[config.mk]
export PLATFORM = sky130hd
export DESIGN_NAME = mcb_logger
export DESIGN_NICKNAME = d
export VERILOG_FILES = /design/src/rtl/mcb_pkg.sv /design/src/rtl/mcb_decide.sv /design/src/rtl/mcb_bank.sv /design/src/rtl/mcb_logger.sv
export SDC_FILE = /design/constraint.sdc
export NUM_CORES = 2
export LEC_CHECK = 0
export BUFFER_PORTS_ARGS = -buffer_cell sky130_fd_sc_hd__buf_2
export CORE_MARGIN = 2
export CORE_UTILIZATION = 35
export CTS_CLUSTER_DIAMETER = 60
export DETAILED_ROUTE_END_ITERATION = 16
export GPL_ROUTABILITY_DRIVEN = 0
export HOLD_SLACK_MARGIN = 0.05
export PLACE_DENSITY = 0.51
export RECOVER_POWER = 100
export SLEW_MARGIN = 25
export SYNTH_ARGS = -nofsm -noshare
export SYNTH_HDL_FRONTEND = slang
export SYNTH_SLANG_ARGS = --single-unit
[constraint.sdc]
create_clock -name clk_i -period 4.75 [get_ports clk_i]
set_input_delay 0.2375 -clock clk_i [delete_from_list [all_inputs] [get_ports clk_i]]
set_output_delay 0.2375 -clock clk_i [all_outputs]
set_load 0.02 [all_outputs]
[src/rtl/mcb_pkg.sv]
package mcb_pkg;
  localparam int unsigned XLEN      = 64;
  localparam int unsigned IDX_W     = 8;
  localparam int unsigned ST_VAL    = 63;
  localparam int unsigned ST_OVER   = 62;
  localparam int unsigned ST_UC     = 61;
  localparam int unsigned GS_MCIP   = 2;
  localparam int unsigned CAP_CTLP  = 8;
  localparam int unsigned BANK_BASE = 4;
  localparam int unsigned REGS_PER_BANK = 4;

  typedef enum logic [1:0] {
    ACT_NONE,
    ACT_LOG,
    ACT_OVER,
    ACT_SHUT
  } act_e;
endpackage

[src/rtl/mcb_decide.sv]
module mcb_decide
  import mcb_pkg::*;
(
  input  logic [IDX_W-1:0] bank_cnt_i,
  input  logic             ctlp_i,
  input  logic [XLEN-1:0]  gctl_i,
  input  logic [XLEN-1:0]  gstat_i,
  input  logic             mce_en_i,
  input  logic             inj_valid_i,
  input  logic [IDX_W-1:0] inj_bank_i,
  input  logic [XLEN-1:0]  inj_status_i,
  input  logic [XLEN-1:0]  bank_ctl_i,
  input  logic [XLEN-1:0]  bank_status_i,
  output act_e             act_o,
  output logic [XLEN-1:0]  new_status_o
);
  logic uc;
  assign uc = inj_status_i[ST_UC];

  always_comb begin
    act_o        = ACT_NONE;
    new_status_o = inj_status_i;
    if (!inj_valid_i || inj_bank_i >= bank_cnt_i || !inj_status_i[ST_VAL]) begin
      act_o = ACT_NONE;
    end else if (uc && ctlp_i && gctl_i != '1) begin
      act_o = ACT_NONE;
    end else if (uc && bank_ctl_i != '1) begin
      act_o = ACT_NONE;
    end else if (uc) begin
      if (gstat_i[GS_MCIP] || !mce_en_i) begin
        act_o = ACT_SHUT;
      end else begin
        act_o = ACT_LOG;
        if (bank_status_i[ST_VAL]) new_status_o[ST_OVER] = 1'b1;
      end
    end else if (!bank_status_i[ST_VAL] || !bank_status_i[ST_UC]) begin
      act_o = ACT_LOG;
      if (bank_status_i[ST_VAL]) new_status_o[ST_OVER] = 1'b1;
    end else begin
      act_o = ACT_OVER;
    end
  end
endmodule

[src/rtl/mcb_bank.sv]
module mcb_bank
  import mcb_pkg::*;
(
  input  logic                     clk_i,
  input  logic                     rst_ni,
  input  logic [REGS_PER_BANK-1:0] sw_we_i,
  input  logic [XLEN-1:0]          sw_wdata_i,
  input  logic                     log_i,
  input  logic                     over_i,
  input  logic [XLEN-1:0]          log_status_i,
  input  logic [XLEN-1:0]          log_addr_i,
  input  logic [XLEN-1:0]          log_misc_i,
  output logic [XLEN-1:0]          ctl_o,
  output logic [XLEN-1:0]          status_o,
  output logic [XLEN-1:0]          addr_o,
  output logic [XLEN-1:0]          misc_o
);
  always_ff @(posedge clk_i or negedge rst_ni) begin
    if (!rst_ni) begin
      ctl_o    <= '1;
      status_o <= '0;
      addr_o   <= '0;
      misc_o   <= '0;
    end else begin
      if (sw_we_i[0]) ctl_o <= sw_wdata_i;
      if (log_i) begin
        status_o <= log_status_i;
        addr_o   <= log_addr_i;
        misc_o   <= log_misc_i;
      end else if (over_i) begin
        status_o[ST_OVER] <= 1'b1;
      end else begin
        // injection wins over software on the same bank
        if (sw_we_i[1]) status_o <= sw_wdata_i;
        if (sw_we_i[2]) addr_o   <= sw_wdata_i;
        if (sw_we_i[3]) misc_o   <= sw_wdata_i;
      end
    end
  end

  AST_LOG_WINS: assert property (@(posedge clk_i) disable iff (!rst_ni)
    log_i |=> status_o == $past(log_status_i)) else $error("log");
  AST_OVER_KEEPS: assert property (@(posedge clk_i) disable iff (!rst_ni)
    over_i |=> status_o[ST_OVER] && addr_o == $past(addr_o) && misc_o == $past(misc_o)) else $error("over");
endmodule

[src/rtl/mcb_logger.sv]
module mcb_logger
  import mcb_pkg::*;
#(
  parameter int unsigned NUM_BANKS    = 4,
  parameter int unsigned CPU_FAMILY   = 6,
  parameter bit          HAS_MC_EXC   = 1'b1,
  parameter bit          HAS_MC_ARCH  = 1'b1,
  parameter bit          GCTL_PRESENT = 1'b1,
  localparam int unsigned AW = $clog2(BANK_BASE + REGS_PER_BANK * NUM_BANKS),
  localparam int unsigned BW = (NUM_BANKS > 1) ? $clog2(NUM_BANKS) : 1
) (
  input  logic             clk_i,
  input  logic             rst_ni,
  input  logic             mce_en_i,
  input  logic             inj_valid_i,
  output logic             inj_ready_o,
  input  logic [IDX_W-1:0] inj_bank_i,
  input  logic [XLEN-1:0]  inj_status_i,
  input  logic [XLEN-1:0]  inj_gstatus_i,
  input  logic [XLEN-1:0]  inj_addr_i,
  input  logic [XLEN-1:0]  inj_misc_i,
  input  logic             reg_we_i,
  input  logic [AW-1:0]    reg_addr_i,
  input  logic [XLEN-1:0]  reg_wdata_i,
  output logic [XLEN-1:0]  reg_rdata_o,
  output logic             mce_o,
  output logic             shutdown_o
);
  localparam bit MC_OK = (CPU_FAMILY >= 6) && HAS_MC_EXC && HAS_MC_ARCH;
  localparam logic [IDX_W-1:0] BANK_CNT = MC_OK ? IDX_W'(NUM_BANKS) : '0;

  logic [XLEN-1:0] cap, gctl_q, gstat_q;
  logic [XLEN-1:0] b_ctl [NUM_BANKS];
  logic [XLEN-1:0] b_st  [NUM_BANKS];
  logic [XLEN-1:0] b_adr [NUM_BANKS];
  logic [XLEN-1:0] b_msc [NUM_BANKS];
  logic [XLEN-1:0] sel_ctl, sel_st, new_status;
  logic [BW-1:0]   sel;
  logic            in_rng;
  act_e            act;

  assign cap         = {{(XLEN-IDX_W-1){1'b0}}, GCTL_PRESENT, BANK_CNT};
  assign inj_ready_o = 1'b1;
  assign in_rng      = inj_bank_i < IDX_W'(NUM_BANKS);
  assign sel         = in_rng ? inj_bank_i[BW-1:0] : '0;
  assign sel_ctl     = b_ctl[sel];
  assign sel_st      = b_st[sel];

  mcb_decide u_decide (
    .bank_cnt_i   (BANK_CNT),
    .ctlp_i       (cap[CAP_CTLP]),
    .gctl_i       (gctl_q),
    .gstat_i      (gstat_q),
    .mce_en_i     (mce_en_i),
    .inj_valid_i  (inj_valid_i),
    .inj_bank_i   (inj_bank_i),
    .inj_status_i (inj_status_i),
    .bank_ctl_i   (sel_ctl),
    .bank_status_i(sel_st),
    .act_o        (act),
    .new_status_o (new_status)
  );

  for (genvar b = 0; b < NUM_BANKS; b++) begin : g_bank
    logic [REGS_PER_BANK-1:0] we;
    logic hit;
    assign hit = in_rng && (sel == BW'(b));
    for (genvar k = 0; k < REGS_PER_BANK; k++) begin : g_we
      assign we[k] = reg_we_i && (reg_addr_i == AW'(BANK_BASE + REGS_PER_BANK * b + k));
    end
    mcb_bank u_bank (
      .clk_i       (clk_i),
      .rst_ni      (rst_ni),
      .sw_we_i     (we),
      .sw_wdata_i  (reg_wdata_i),
      .log_i       (hit && act == ACT_LOG),
      .over_i      (hit && act == ACT_OVER),
      .log_status_i(new_status),
      .log_addr_i  (inj_addr_i),
      .log_misc_i  (inj_misc_i),
      .ctl_o       (b_ctl[b]),
      .status_o    (b_st[b]),
      .addr_o      (b_adr[b]),
      .misc_o      (b_msc[b])
    );
  end

  logic uc_log;
  assign uc_log = (act == ACT_LOG) && inj_status_i[ST_UC];

  always_ff @(posedge clk_i or negedge rst_ni) begin
    if (!rst_ni) begin
      gctl_q     <= '1;
      gstat_q    <= '0;
      mce_o      <= 1'b0;
      shutdown_o <= 1'b0;
    end else begin
      if (reg_we_i && reg_addr_i == AW'(1)) gctl_q <= reg_wdata_i;
      if (uc_log) gstat_q <= inj_gstatus_i;
      else if (reg_we_i && reg_addr_i == AW'(2)) gstat_q <= reg_wdata_i;
      mce_o      <= uc_log;
      shutdown_o <= (act == ACT_SHUT);
    end
  end

  always_comb begin
    reg_rdata_o = '0;
    case (reg_addr_i)
      AW'(0): reg_rdata_o = cap;
      AW'(1): reg_rdata_o = gctl_q;
      AW'(2): reg_rdata_o = gstat_q;
      default: ;
    endcase
    for (int b = 0; b < NUM_BANKS; b++) begin
      if (reg_addr_i == AW'(BANK_BASE + REGS_PER_BANK * b + 0)) reg_rdata_o = b_ctl[b];
      if (reg_addr_i == AW'(BANK_BASE + REGS_PER_BANK * b + 1)) reg_rdata_o = b_st[b];
      if (reg_addr_i == AW'(BANK_BASE + REGS_PER_BANK * b + 2)) reg_rdata_o = b_adr[b];
      if (reg_addr_i == AW'(BANK_BASE + REGS_PER_BANK * b + 3)) reg_rdata_o = b_msc[b];
    end
  end

  AST_PULSE_EXCL: assert property (@(posedge clk_i) disable iff (!rst_ni)
    !(mce_o && shutdown_o)) else $error("both pulses");
  AST_IGNORED_QUIET: assert property (@(posedge clk_i) disable iff (!rst_ni)
    (inj_valid_i && (inj_bank_i >= BANK_CNT || !inj_status_i[ST_VAL])) |=> !mce_o && !shutdown_o)
    else $error("ignored report pulsed");
  AST_MCE_CAUSE: assert property (@(posedge clk_i) disable iff (!rst_ni)
    $rose(mce_o) |-> $past(inj_valid_i && inj_status_i[ST_UC] && mce_en_i)) else $error("mce cause");
  AST_SHUT_NO_GSTAT: assert property (@(posedge clk_i) disable iff (!rst_ni)
    (act == ACT_SHUT && !reg_we_i) |=> $stable(gstat_q)) else $error("shutdown touched gstat");
endmodule

; Yosys cells after proc, flatten, opt, wreduce, memory -nomap -nowiden
; Cells that the tools add are included.
[classes]
magnitude_cmp = 3
reduce_logical = 73
n_bitwise = 1
n_eq_ne = 30
n_mux = 83
[ops]
columns = cell, count
row1 = $mux 64, 54
row2 = $bmux 64 s2, 2
row3 = $mux 62, 4
row4 = $pmux 64 s3, 1
row5 = $ne 64x64->1 const B, 2
row6 = $eq 5x4->1 const B, 8
row7 = $logic_and 1x1->1, 33
row8 = $reduce_bool 2->1, 13
row9 = $reduce_and 2->1, 12
row10 = $eq 5x3->1 const B, 4
row11 = $eq 5x5->1 const B, 4
row12 = $mux 1, 15
row13 = $mux 2, 7
row14 = $reduce_bool 3->1, 4
row15 = $eq 2x2->1 const B, 4
row16 = $ge 8x3->1 const B, 1
row17 = $lt 8x3->1 const B, 1
row18 = $ne 2x1->1 const B, 4
row19 = $eq 5x1->1 const B, 1
row20 = $eq 5x2->1 const B, 1
row21 = $logic_not 1->1, 5
row22 = $logic_not 5->1, 1
row23 = $eq 2x1->1 const B, 2
row24 = $logic_or 1x1->1, 4
row25 = 3 further kinds, 3
[word_totals]
in_bits = 338
out_inout_bits = 67
reg_bits = 1154
elab_cells = 214

; Depth between registers and ports, before layout
[depth]
depth_word = 18
ltp_mapped = 16
ltp_nobuf = 9

; Hierarchy
; A second synthesis with hierarchy kept.
[hier_totals]
hier_cells = 6935
area_unflattened_um2 = 72802.3
[modules_own_cells]
columns = module, n_inst, cells_per_inst, area_per_inst_um2
row1 = mcb_bank, 4, 1034, 13265.2
row2 = mcb_logger, 1, 2655, 18736.7
row3 = mcb_decide, 1, 144, 1004.7

; Worst setup path before layout
; No wires, ideal clock.
[synth_timing]
path_kind = input to output
start = input reg_addr_i[0]
end = output reg_rdata_o[33]
path_buffers = 4
stages = 12
slack_ns = 1.374
t_arrival_ns = 3.139
path_cell_list = clkbuf_1 > nor3b_1 > and2_1 > clkbuf_1 > clkbuf_1 > clkbuf_1 > nand2_1 > a31oi_1 > o22ai_1 > a31oi_1 > nor2_1 > o41ai_1
[synth_via]
elab_chain_cells = 18
[synth_lines]
columns = item, line_no
row1 = start: declaration, mcb_logger.sv:23  ; input logic [AW-1:0] reg_addr_i,
row2 = $eq 5x2->1 (tied with other cells), mcb_logger.sv:108  ; case (reg_addr_i)
row3 = $pmux 64 s3, mcb_logger.sv:108
row4 = $mux 64, mcb_logger.sv:115  ; if (reg_addr_i == AW'(BANK_BASE + REGS_PER_BANK * b + 0)) reg_rdata_o = b_ctl[b];
row5 = $mux 64, mcb_logger.sv:116  ; if (reg_addr_i == AW'(BANK_BASE + REGS_PER_BANK * b + 1)) reg_rdata_o = b_st[b];
row6 = $mux 64, mcb_logger.sv:117  ; if (reg_addr_i == AW'(BANK_BASE + REGS_PER_BANK * b + 2)) reg_rdata_o = b_adr[b];
row7 = $mux 64, mcb_logger.sv:118  ; if (reg_addr_i == AW'(BANK_BASE + REGS_PER_BANK * b + 3)) reg_rdata_o = b_msc[b];
row8 = $mux 64, mcb_logger.sv:115
row9 = $mux 64, mcb_logger.sv:116
row10 = [... 2 more ...], -
row11 = $mux 64, mcb_logger.sv:115
row12 = $mux 64, mcb_logger.sv:116
row13 = $mux 64, mcb_logger.sv:117
row14 = $mux 64, mcb_logger.sv:118
row15 = $mux 64, mcb_logger.sv:115
row16 = $mux 64, mcb_logger.sv:116
row17 = $mux 64, mcb_logger.sv:117
row18 = $mux 64 *, mcb_logger.sv:118
row19 = end: declaration, mcb_logger.sv:25  ; output logic [XLEN-1:0] reg_rdata_o,
; Every way passes the cells marked *; elsewhere a longest branch is shown, timed or not.

; Final worst setup path
[layout_timing]
start = input reg_addr_i[2]
end = register gctl_q[52]
[layout_via]
elab_chain_cells = 2
[layout_lines]
columns = item, line_no
row1 = $eq 5x1->1, mcb_logger.sv:98  ; if (reg_we_i && reg_addr_i == AW'(1)) gctl_q <= reg_wdata_i;
row2 = $logic_and 1x1->1, mcb_logger.sv:98
row3 = end signal: assignment, mcb_logger.sv:98
row4 = end: declaration, mcb_logger.sv:32  ; logic [XLEN-1:0] cap, gctl_q, gstat_q;
; Every way passes these cells.
; A chain may end at the register's enable or synchronous reset.

==> metrics.md <==
| Metric | Value |
|---|---|
| Average wire per standard cell | 36.5 um |
| Tcrit/Tclk final | 1.01 |
| Internal | 0.0218 W |
| WL final | 329,000 um |
| All-Layer GR Usage | 0.363 |
| Clock Path Buffers | 3 |
| Simple-gate portion of the synthesized area | 0.149 |
| XOR/XNOR Fraction of Synth Area | 0 |
| Critical R2R Capture | g_bank[1].u_bank.status_o[31] |
| Post-CTS setup buffer count | 0 |
| Maxcap violations | 9 |
| TritonCTS Buffers | 148 |
| Share of layout cells above drive strength 1 | 0.266 |
| Synth Area in Compound Gates | 0.202 |
| Placed inst area | 0.0664 mm^2 |
| CTS HTree Levels | 4 |
| RSZ-0062 raised after global routing | false |
| Post-synth top area share | 0.343 |
| Iteration count of the initial detailed-routing pass | 9 |
| Startpoint types | primary input |
| Min-Delay Endpoint | shutdown_o |
| Sequential power share | 0.455 |
| Register area share after synthesis | 0.482 |
| Final instance area | 0.0757 mm^2 |
| Largest net degree at the start of global routing | 132 |
| Hold Path Class | in2reg |
| Violated checks | capacitance limit, slew limit, setup timing |
| Slew Viols, Final | 380 |
| Final min period | 4.80 ns |
| CTS tree | built |
| DRC viols | 0 |
| Root Driver | clkbuf_16 |
| Worst reg2reg path startpoint | g_bank[0].u_bank.ctl_o[29] |
| First-pass GRT wire length | 455,000 um |
| Placed cells | 8,279 |
| Data arrival time of the worst path | 5.53 ns |
| Area Overhead vs Synth | 24.6% |
| Die Area | 0.177 mm^2 |
| Via density | 6.59 |
| Slew @ Worst Pin | 4.15 ns |
| CORE AREA | 0.172 mm^2 |
| Reg2Reg Depth | 12 |
| Final Hold Vio Count | 0 |
| Clk_lat worst skew | 0.85 ns |
| Sw Ratio | 0.298 |
| Status | finished, violations left |
| Lkg Pwr | 33.1 nW |
| NetSw | 0.00925 W |
| Post-route setup slack | -0.0520 ns |
| IO Count | 405 |
| Ys flop type | dfrtp_1 |
| Mapped Area | 0.0608 mm^2 |
| Req. time, crit path | 5.48 ns |
| FILL cells | 16.4k |
| Antenna violations before repair | 31 |
| Initial core utilization | 0.353 |
| Slew margin rel. | -1.76 |
| Final nets | 6,909 |
| PortBufs | 403 |
| Cell area power density | 411 mW/mm^2 |
| Most common cell after layout, fill and taps aside | dfrtp_1 |
| Reg clk slew, reported paths | 0.06 ns |
| Post-synthesis area per instance | 10.1 um^2 |
| Register bit total from synthesis | 1,154 |
| Most frequent cells in the layout | dfrtp_1 (834), nand2_1 (552), dlygate4sd3_1 (451) |
| Num rows | 152 |
| Post-synthesis instance total | 5,989 |
| Post-synth top area cell | dfrtp_1 |
| Crit. End Element | register |
| Worst hold stages | 4 |
| Routed Antenna Nets | 0 |
| Worst min-delay path startpoint | inj_valid_i |
| Synth unique cells | 85 |
| Sink Count | 1,154 |
| Critical path class | in2reg |
| Setup-failing EPs final | 31 |
| Fin cells | 9,025 |
| DR iter-0 viols | 8,541 |
| Fmax | 208 MHz |
| Largest family of logic cells by synthesized area | compound AO/OA/AOI/OAI gates |
| Worst VDD drop | 0.000356 V |
| Total number of vias | 59.5k |
| Worst Path Max Fanout | 48 |
| Mux cell area share after synthesis | 0.118 |
| R2r setup slk | 0.07 ns |
| Proportion of power drawn by the clock network | 0.385 |
| Die span in x | 421 um |
| Total Power | 0.0311 W |
| Synth area leaders | dfrtp_1 (34%), dfstp_2 (14%), mux2_2 (6.5%) |
| Vias in the first global route | 57.6k |
| Total grt overflow | 0 |
| Number of synthesized flops with an enable pin | 0 |
| Adder-Cell Fraction of Synth Area | 0 |
| Post-DP HPWL | 216,000 um |
| Fin Clk Skew | 0.0605 ns |
| Syn. warnings | 0 |
| Comb power frac | 0.160 |
| Fraction of registers with async set/reset | 1.00 |
| Die H | 421 um |
| Synthesized Nets | 6,327 |
[worst max-delay path by stage]
| stage | to | startpoint | cells after the start |
|---|---|---|---|
| finish | gctl_q[52] | reg_addr_i[2] | 7 |
| global route | gctl_q[45] | reg_addr_i[2] | 7 |
| CTS | g_bank[1].u_bank.misc_o[54] | gctl_q[27] | 13 |
| detailed placement | g_bank[3].u_bank.status_o[13] | inj_bank_i[3] | 13 |
| global placement | g_bank[3].u_bank.status_o[14] | inj_bank_i[3] | 13 |
| floorplan | reg_rdata_o[33] | reg_addr_i[0] | 12 |
[cells in the mapped netlist (all sizes together), types with 10 or more instances]
library cell / n
a221o: 255
dfstp: 320
o22ai: 130
a22oi: 68
o221ai: 24
a31oi: 209
a41oi: 11
nand3: 52
mux2i: 269
nand2: 562
o211ai: 11
mux2: 351
a2111oi: 13
clkbuf: 514
a22o: 25
nor2: 315
a21oi: 293
o22a: 23
mux4: 24
a211oi: 17
and3: 211
a31o: 20
and2: 58
buf: 178
or3: 155
o211a: 62
or4: 65
dfrtp: 834
o221a: 126
a211o: 10
nor3: 255
a221oi: 41
nor4: 18
inv: 14
nand4: 53
o21ai: 240
or2: 38
[metal layers]
layer  up-vias  GRT usage  part of all wire
met4        24      0.238             0.078
li1      23800          -                 -
met2      4179      0.534              0.43
met5         -          0           0.00048
met3      1038     0.0999              0.11
met1     30400      0.466              0.38
[sequential cells by signal, indices dropped and copies added (netlist names)]
name / count
g_bank.u_bank.addr_o: 256
g_bank.u_bank.ctl_o: 256
g_bank.u_bank.misc_o: 256
g_bank.u_bank.status_o: 256
gctl_q: 64
gstat_q: 64
mce_o: 1
shutdown_o: 1
[cell families (layout without fill, tap and decap cells)]
family	after synthesis	in the layout
AND/OR/NAND/NOR	1830	1830
AO/OA/AOI/OAI	1653	1653
flip-flops	1154	1154
buffers and inverters	707	1417
multiplexers	644	644
other	1	17
[critical path, stage by stage]
cell	delay (ns)
clkbuf_1	0.69
nor2_1	0.23
and2_2	0.44
clkbuf_2	0.53
nand2_1	2.31
buf_4	0.64
mux2_2	0.38
[power by group through the flow]
stage	clock, W	sequential (W)	combinational [W]
final	0.0120	0.0142	0.00498
after floorplan	0	0.0132	0.00299
after global placement	0	0.0141	0.00427
after detailed placement	0	0.0142	0.00439
after global routing	0.0124	0.0143	0.00535
after CTS	0.0120	0.0140	0.00491
[stage by stage]
stage | hold slack (ns) | worst slack, ns | TNS, ns | utilization
floorplan | -0.0581 | 1.37 | 0 | -
global placement | 0.362 | 0.0495 | 0 | 0.386
detailed placement | 0.308 | -0.0178 | -0.125 | 0.386
CTS | 0.0525 | 0.0645 | 0 | 0.442
global route | 0.125 | 0.0203 | 0 | 0.440
finish | 0.153 | -0.0520 | -0.890 | 0.440
[cell type report]
| type | count | area, um^2 | share of cell area |
|---|---|---|---|
| sequential | 1154 | 29300 | 0.387 |
| antenna | 16 | 40.0 | 0.000529 |
| clock inverter | 44 | 699 | 0.00924 |
| clock buffer | 234 | 4490 | 0.0593 |
| tap | 2310 | 2890 | 0.0382 |
| multi-input combinational | 4128 | 29000 | 0.382 |
| inverter | 15 | 56.3 | 0.000744 |
| timing repair buffer | 1124 | 9300 | 0.123 |
[what timing repair did]
| item | 4_1_cts | 5_1_grt |
|---|---|---|
| gates resized for setup | 0 | 10 |
| hold endpoints to repair | 1250 | 1 |
| hold buffers | 450 | 1 |
| setup endpoints to repair | 0 | 68 |
(Power assumes the default switching activity.)
